<file path="config.mk">
export PLATFORM = sky130hd
export DESIGN_NAME = statusWriteGuard
export DESIGN_NICKNAME = d
export VERILOG_FILES = /design/src/rtl/sgPkg.sv /design/src/rtl/sgDatapath.sv /design/src/rtl/sgControl.sv /design/src/rtl/statusWriteGuard.sv
export SDC_FILE = /design/constraint.sdc
export NUM_CORES = 1
export LEC_CHECK = 0
export ABC_AREA = 1
export ABC_CLOCK_PERIOD_IN_PS = 1500
export CORE_UTILIZATION = 28
export CTS_CLUSTER_SIZE = 16
export DETAILED_ROUTE_END_ITERATION = 16
export GPL_ROUTABILITY_DRIVEN = 0
export PLACE_DENSITY = 0.74
export SLEW_MARGIN = 20
export SYNTH_ARGS = -nofsm -noshare
export SYNTH_HDL_FRONTEND = slang
export SYNTH_HIERARCHICAL = 1
export SYNTH_SLANG_ARGS = --single-unit
</file>
<file path="constraint.sdc">
create_clock -name clk -period 1.5 [get_ports clk]
set_input_delay 0.3 -clock clk [delete_from_list [all_inputs] [get_ports clk]]
set_output_delay 0.3 -clock clk [all_outputs]
set_load 0.01 [all_outputs]
</file>
<file path="src/rtl/sgPkg.sv">
package sgPkg;
  typedef struct packed {
    logic setWel;
    logic clrWel;
    logic loadStatus;
    logic startCycle;
  } sgStrobes_t;

  // top two address bits against the protect code
  function automatic logic inProtRange(input logic [1:0] code, input logic [1:0] topBits);
    case (code)
      2'b00:   return 1'b0;
      2'b01:   return topBits == 2'b11;
      2'b10:   return topBits[1];
      default: return 1'b1;
    endcase
  endfunction
endpackage

</file>
<file path="src/rtl/sgDatapath.sv">
module sgDatapath
  import sgPkg::*;
#(
  parameter logic [1:0] INIT_BP   = 2'b00,
  parameter logic       INIT_WPEN = 1'b0
) (
  input  logic       clk,
  input  logic       rstN,
  input  sgStrobes_t strobes,
  input  logic [7:0] loadData,
  input  logic [1:0] addrTop,
  input  logic       rdy,
  output logic       welQ,
  output logic       wpenQ,
  output logic       addrProtected,
  output logic [7:0] statusByte
);
  logic [1:0] bpQ = INIT_BP;
  logic       wpenReg = INIT_WPEN;
  logic       unusedData;

  assign unusedData = ^{loadData[6:4], loadData[1:0]};

  always_ff @(posedge clk or negedge rstN) begin
    if (!rstN)                  welQ <= 1'b0;
    else if (strobes.clrWel)    welQ <= 1'b0;
    else if (strobes.setWel)    welQ <= 1'b1;
  end

  // non-volatile cells: no reset term
  always_ff @(posedge clk) begin
    if (strobes.loadStatus) begin
      wpenReg <= loadData[7];
      bpQ     <= loadData[3:2];
    end
  end

  assign wpenQ         = wpenReg;
  assign addrProtected = inProtRange(bpQ, addrTop);
  assign statusByte    = {wpenReg, 3'b000, bpQ, welQ, rdy};
endmodule

</file>
<file path="src/rtl/sgControl.sv">
module sgControl
  import sgPkg::*;
#(
  parameter int WRITE_CYCLES = 8,
  localparam int CNT_W = $clog2(WRITE_CYCLES + 1)
) (
  input  logic       clk,
  input  logic       rstN,
  input  logic       wrEnStb,
  input  logic       wrDisStb,
  input  logic       statWrStb,
  input  logic       arrWrStb,
  input  logic       wpN,
  input  logic       cycleBusy,
  input  logic       welQ,
  input  logic       wpenQ,
  input  logic       addrProtected,
  output sgStrobes_t strobes,
  output logic       rdy,
  output logic       statGrant,
  output logic       statReject,
  output logic       arrGrant,
  output logic       arrReject
);
  logic [CNT_W-1:0] cycleCnt;
  logic busy, live, selArr, selStat, selDis, selEn, hwLock, arrOk, statOk;

  assign busy    = (cycleCnt != '0) || cycleBusy;
  assign live    = !busy;
  assign selArr  = arrWrStb;
  assign selStat = statWrStb && !arrWrStb;
  assign selDis  = wrDisStb && !arrWrStb && !statWrStb;
  assign selEn   = wrEnStb && !arrWrStb && !statWrStb && !wrDisStb;

  assign hwLock = !wpN && wpenQ;
  assign arrOk  = welQ && !addrProtected;
  assign statOk = welQ && !hwLock;

  assign arrGrant   = live && selArr && arrOk;
  assign arrReject  = live && selArr && !arrOk;
  assign statGrant  = live && selStat && statOk;
  assign statReject = live && selStat && !statOk;

  always_comb begin
    strobes.startCycle = arrGrant || statGrant;
    strobes.loadStatus = statGrant;
    strobes.clrWel     = strobes.startCycle || (live && selDis);
    strobes.setWel     = live && selEn;
  end

  always_ff @(posedge clk or negedge rstN) begin
    if (!rstN)                   cycleCnt <= '0;
    else if (strobes.startCycle) cycleCnt <= CNT_W'(WRITE_CYCLES);
    else if (cycleCnt != '0)     cycleCnt <= cycleCnt - 1'b1;
  end

  assign rdy = busy;
endmodule

</file>
<file path="src/rtl/statusWriteGuard.sv">
module statusWriteGuard
  import sgPkg::*;
#(
  parameter int         ARRAY_KB     = 32,
  parameter int         WRITE_CYCLES = 8,
  parameter logic [1:0] INIT_BP      = 2'b00,
  parameter logic       INIT_WPEN    = 1'b0,
  localparam int        ADDR_W       = $clog2(ARRAY_KB * 1024)
) (
  input  logic              clk,
  input  logic              rstN,
  input  logic              wrEnStb,
  input  logic              wrDisStb,
  input  logic              statWrStb,
  input  logic [7:0]        statWrData,
  input  logic              arrWrStb,
  input  logic [ADDR_W-1:0] arrWrAddr,
  input  logic              wpN,
  input  logic              cycleBusy,
  output logic [7:0]        statusByte,
  output logic              statGrant,
  output logic              statReject,
  output logic              arrGrant,
  output logic              arrReject
);
  generate
    if (ARRAY_KB != 16 && ARRAY_KB != 32) begin : gBadSize
      $error("ARRAY_KB must be 16 or 32");
    end
  endgenerate

  sgStrobes_t strobes;
  logic welQ, wpenQ, addrProtected, rdy;
  logic unusedAddrLow;

  assign unusedAddrLow = ^arrWrAddr[ADDR_W-3:0];

  sgControl #(.WRITE_CYCLES(WRITE_CYCLES)) ctrl (
    .clk(clk), .rstN(rstN),
    .wrEnStb(wrEnStb), .wrDisStb(wrDisStb), .statWrStb(statWrStb), .arrWrStb(arrWrStb),
    .wpN(wpN), .cycleBusy(cycleBusy),
    .welQ(welQ), .wpenQ(wpenQ), .addrProtected(addrProtected),
    .strobes(strobes), .rdy(rdy),
    .statGrant(statGrant), .statReject(statReject),
    .arrGrant(arrGrant), .arrReject(arrReject)
  );

  sgDatapath #(.INIT_BP(INIT_BP), .INIT_WPEN(INIT_WPEN)) dpath (
    .clk(clk), .rstN(rstN), .strobes(strobes),
    .loadData(statWrData), .addrTop(arrWrAddr[ADDR_W-1 -: 2]), .rdy(rdy),
    .welQ(welQ), .wpenQ(wpenQ), .addrProtected(addrProtected),
    .statusByte(statusByte)
  );
endmodule

</file>
# Yosys cells after proc, flatten, opt, wreduce, memory -nomap -nowiden
# Index checks and enable logic that the tools add are counted.
[op_classes]
n_eq_ne = 3
n_addsub = 1
reduce_logical = 33
n_mux = 5
[ops]
columns = ["cell", "count"]
rows = [
  ["1-bit logical AND", 17],
  ["1-bit zero test", 9],
  ["4-bit 2-to-1 mux", 2],
  ["2-bit equality test, second input constant", 2],
  ["2-bit nonzero test", 2],
  ["4-bit nonzero test", 1],
  ["4-bit by 1-bit subtractor with 4-bit output, second input constant", 1],
  ["1-bit logical OR", 3],
  ["1-bit case mux with 3 select lines", 1],
  ["2-bit by 1-bit equality test with 1-bit output, second input constant", 1],
  ["2-bit zero test", 1],
  ["1-bit 2-to-1 mux", 2],
]
[totals]
in_bits = 31
word_cells = 46
ff_bits = 8
output_inout_bits = 12

# Longest topological paths before layout
[depth]
depth_word = 8
mapped_depth = 8
ltp_nobuf = 8

# By module
# Netlist, hierarchy kept.
[by_module_without_submodules]
columns = ["module", "area_each_um2", "seq_area_each_um2", "n_inst", "cells_each"]
rows = [
  ["sgControl", 330.3, 100.1, 1, 48],
  ["sgDatapath", 185.2, 115.1, 1, 16],
]

# Least setup slack after synthesis
# Ideal clock, no wire load.
[synth_timing]
kind = "register -> register"
start = "register ctrl.cycleCnt[0]"
end = "register dpath.bpQ[0] (enable)"
t_arrival_ns = 1.231
setup_ns = 0.290
n_path_buf = 1
period_less_slack_ns = 1.521
t_required_ns = 1.210
path_stages_with_launch = 8
setup_slack_ns = -0.021
cell_sequence = "dfrtp_1 -> inv_1 -> ha_1 -> nand3_2 -> nor2_1 -> nand2_2 -> inv_1 -> buf_4"
[synth_between]
elab_chain_cells = 5
[synth_rtl]
columns = ["item", "line_no", "rtl"]
rows = [
  ["start, declared", "sgControl.sv:25", "logic [CNT_W-1:0] cycleCnt;"],
  ["start signal, assigned", "sgControl.sv:53", "else if (strobes.startCycle) cycleCnt <= CNT_W'(WRITE_CYCLES);"],
  ["start signal, assigned", "sgControl.sv:54", "else if (cycleCnt != '0) cycleCnt <= cycleCnt - 1'b1;"],
  ["4-bit nonzero test", "sgControl.sv:28", "assign busy = (cycleCnt != '0) || cycleBusy;"],
  ["1-bit logical OR", "sgControl.sv:28", ""],
  ["net rdy", "statusWriteGuard.sv:33", "logic welQ, wpenQ, addrProtected, rdy;"],
  ["1-bit zero test", "sgControl.sv:29", "assign live = !busy;"],
  ["1-bit logical AND (2 in series)", "sgControl.sv:41", "assign statGrant = live && selStat && statOk;"],
  ["net statGrant", "statusWriteGuard.sv:21", "output logic statGrant,"],
  ["end signal, assigned", "sgDatapath.sv:34", "bpQ <= loadData[3:2];"],
  ["end, declared", "sgDatapath.sv:18", "logic [1:0] bpQ = INIT_BP;"],
]
# The timed path passes the listed nets, and every way through them passes these cells.
# A chain may end at the register's enable or synchronous reset.

# Final worst setup path
[layout_timing]
start = "register ctrl.cycleCnt[0]"
end = "output statGrant"
[layout_between]
elab_chain_cells = 5
[layout_rtl]
columns = ["item", "line_no"]
rows = [
  ["4-bit nonzero test", "sgControl.sv:28"],
  ["1-bit logical OR", "sgControl.sv:28"],
  ["1-bit zero test", "sgControl.sv:29"],
  ["1-bit logical AND (2 in series)", "sgControl.sv:41"],
  ["end, declared", "statusWriteGuard.sv:21"],
]
# Every way passes these cells.

==> results <==
-- state kept, by name (all words and copies together), names as in the netlist --
signal	flops
dpath/bpQ	2
dpath/welQ	1
ctrl/cycleCnt	4
dpath/wpenQ	1
-- worst reg2reg max path, cell delays in order (launching register included) --
cell and delay [ns]:
dfrtp_1 0.39, inv_2 0.09, ha_4 0.17, nand3_4 0.12, nor2_4 0.10, nand2_2 0.07
buf_4 0.13, buf_4 0.14, nand3_1 0.07, nor2_1 0.05
-- cells by family after synthesis --
logic type / Yosys count / share of synthesized area [%]
AND/OR/NAND/NOR: 30 / 29.9
buffers and inverters: 18 / 18.2
flip-flops: 8 / 41.7
AO/OA/AOI/OAI: 5 / 5.34
XOR/XNOR: 1 / 1.70
adder cells (fa/ha/maj): 1 / 2.43
other: 1 / 0.727
-- cells in the mapped netlist --
cell type  number  area share (%)
nor3_1          3             2.9
o21ai_1         1            0.97
conb_1          1            0.73
nor4_1          1             1.2
nand4_1         1             1.2
inv_1          11             8.0
nor2_2          2             2.4
xor2_1          1             1.7
nand2_2         2             2.4
ha_1            1             2.4
nor2_1          6             4.4
nand3_2         1             1.9
dfrtp_1         5              24
nand3_1         6             5.8
edfxtp_1        3              17
o21bai_1        1             1.5
o21ai_0         2             1.9
nand4_2         1             2.4
buf_4           7              10
a21oi_1         1            0.97
nand2_1         7             5.1
-- per-layer routing --
layer / global-route usage [%] / part of all wire [%] / vias to the layer above
li1: - / - / 279
met1: 17.8 / 41 / 252
met2: 25.6 / 53 / 16
met3: 2.00 / 5.4 / 0
met4: 5.45 / 0 / 0
met5: 0 / 0 / -
-- cell usage in the layout (no fill, tap or decap), drive strengths merged, types with 4 or more instances in the layout --
master / count
buf: 27
clkbuf: 4
clkdlybuf4s50: 11
dfrtp: 5
inv: 11
nand2: 9
nand3: 7
nor2: 8
-- power by group --
group	switching (µW)	internal (µW)
sequential	41.0	294
combinational	360	387
clock	67.6	101
total	469	782
-- stage by stage --
step | area (µm²) | setup WS, ns
after floorplan | 526 | 0.0365
after global placement | 835 | -0.656
after detailed placement | 835 | -0.710
after CTS | 925 | -0.183
after global routing | 966 | -0.217
final | 966 | -0.128
-- area by class of cell --
type / count / area [µm²]
fillers: 175 / 761
well taps: 25 / 31.3
flip-flops and latches: 8 / 215
multi-input cells: 40 / 290
clock buffers: 4 / 26.3
inverters: 11 / 41.3
repair buffers: 42 / 362
-- how the worst max path moves through the flow --
| stage | from | endpoint | slack (ns) | depth (start not counted) |
|---|---|---|---|---|
| 6_report | ctrl/cycleCnt[0] | statGrant | -0.13 | 7 |
| 5_1_grt | ctrl/cycleCnt[0] | statGrant | -0.22 | 7 |
| 4_1_cts | ctrl/cycleCnt[1] | arrGrant | -0.18 | 7 |
| 3_5_place_dp | arrWrAddr[14] | arrGrant | -0.71 | 7 |
| 3_3_place_gp | arrWrAddr[14] | arrGrant | -0.66 | 7 |
| 2_1_floorplan | ctrl/cycleCnt[0] | dpath/bpQ[0] | 0.04 | 7 |
-- what timing repair did --
action	in CTS	in global routing
endpoints found under the hold margin	0	0
hold buffers	0	0
buffers inserted	4	1
pin swaps	10	4
cloned	0	0
gates resized for setup	39	7
endpoints found under the setup margin	6	7
==> run_results.csv <==
group,metric,value,unit
timing,clock_skew,0.00453,ns
worst_setup_path,end_kind,"output port",
worst_setup_path,rrSetupSlack,0.08,ns
drt,detail_route.first_pass.iterations,4,
job,drv_cap,0,
status,failed_checks,"negative setup slack",
floorplan,die_w,44.9,µm
drt,routed_wl,1320,µm
worst_setup_path,critPathTopFamily,"flip-flops",
synthesis,syn_area,515,µm²
finish,layout.nets,138,
grt,grt_pass1_wl,2120,µm
finish,syn_to_final_growth,87.4,%
worst_setup_path,cp_slowest_cell,"dfrtp_1",
worst_setup_path,cpMostUsedCell,"inv_2",
power,power.leakage,0.000470,µW
timing,holdWs,0.276,ns
drt,drt-initial-drc-count,5,
floorplan,die-area,2020,µm²
grt,grt_overflow,0,
floorplan,pin_count,43,
finish,final_cell_count_no_fill,130,
timing,rsz0062_at_grt,"yes",
finish,final_core_util,55.9,%
worst_setup_path,crit_buf_inv,3,
status,status,"complete, but fails checks",
floorplan,rows,15,
worst_setup_path,cp_slowest_stage_delay,0.39,ns
clocking,cts.sinks,8,
timing,fin_crit_sh,109,%
finish,diodes,0,
synthesis,ys_warn_count,6,
timing,setup_ws,-0.128,ns
timing,setup_viol,5,
timing,finalHoldViolCount,0,
drt,routed-via-count,547,
clocking,cts_root_buf,"clkbuf_4",
synthesis,yosysSeqAreaShare,41.7,%
floorplan,die_height,44.9,µm
drt,drc,0,
floorplan,coreArea,1730,µm²
grt,grt_pass1_vias,539,
clocking,cts_buffers,3,
synthesis,postSynthCellCount,64,
placement,hpwlAfterDp,1030,µm
clocking,tritoncts,"done",
power,ir_drop,0.830,mV
worst_setup_path,path_class,"reg2out",
clocking,cts.htree.levels,1,
synthesis,ys_seq_elements,8,
timing,fmax,0.614,GHz
worst_hold_path,hold_class,"in2async",
worst_setup_path,cp_max_fo,4,
finish,drive_above_1_share,45.7,%
placement,dp_cells,121,
drt,wl_per_cell,10.2,µm
drt,via_per_inst,4.21,
worst_setup_path,reg2reg_depth,9,
grt,grt_usage,14.5,%
synthesis,ys_types,21,
timing,slew_viol_final,0,
worst_setup_path,crit_arrival,1.33,ns
timing,period_needed,1.63,ns
clocking,path_clk_slew,0.05,ns
grt,antenna_found_initial,0,
timing,setup-tns-final,-0.465,ns
power,total_power,1250,µW
placement,port_buffers,21,
floorplan,initial_core_util,29.9,%
synthesis,syn_avg_cell_area,8.05,µm²
worst_setup_path,r2r_end,"dpath/welQ",
power,p_per_area,1300,nW/µm²
clocking,worst_skew_pair.late_latency,0.25,ns
worst_setup_path,crit_path_start_kind,"flip-flop",
worst_setup_path,path_cells,"inv_2 -> ha_4 -> nand3_4 -> nor2_4 -> nand2_2 -> inv_2 -> buf_6",
clocking,cts.path.max_buffers,2,
worst_setup_path,crit_required,1.20,ns
drt,antenna_left,0,
grt,grt_max_degree,6,
worst_setup_path,r2r-start,"ctrl/cycleCnt[0]",
Note: power is estimated with default switching activity, not from simulation.
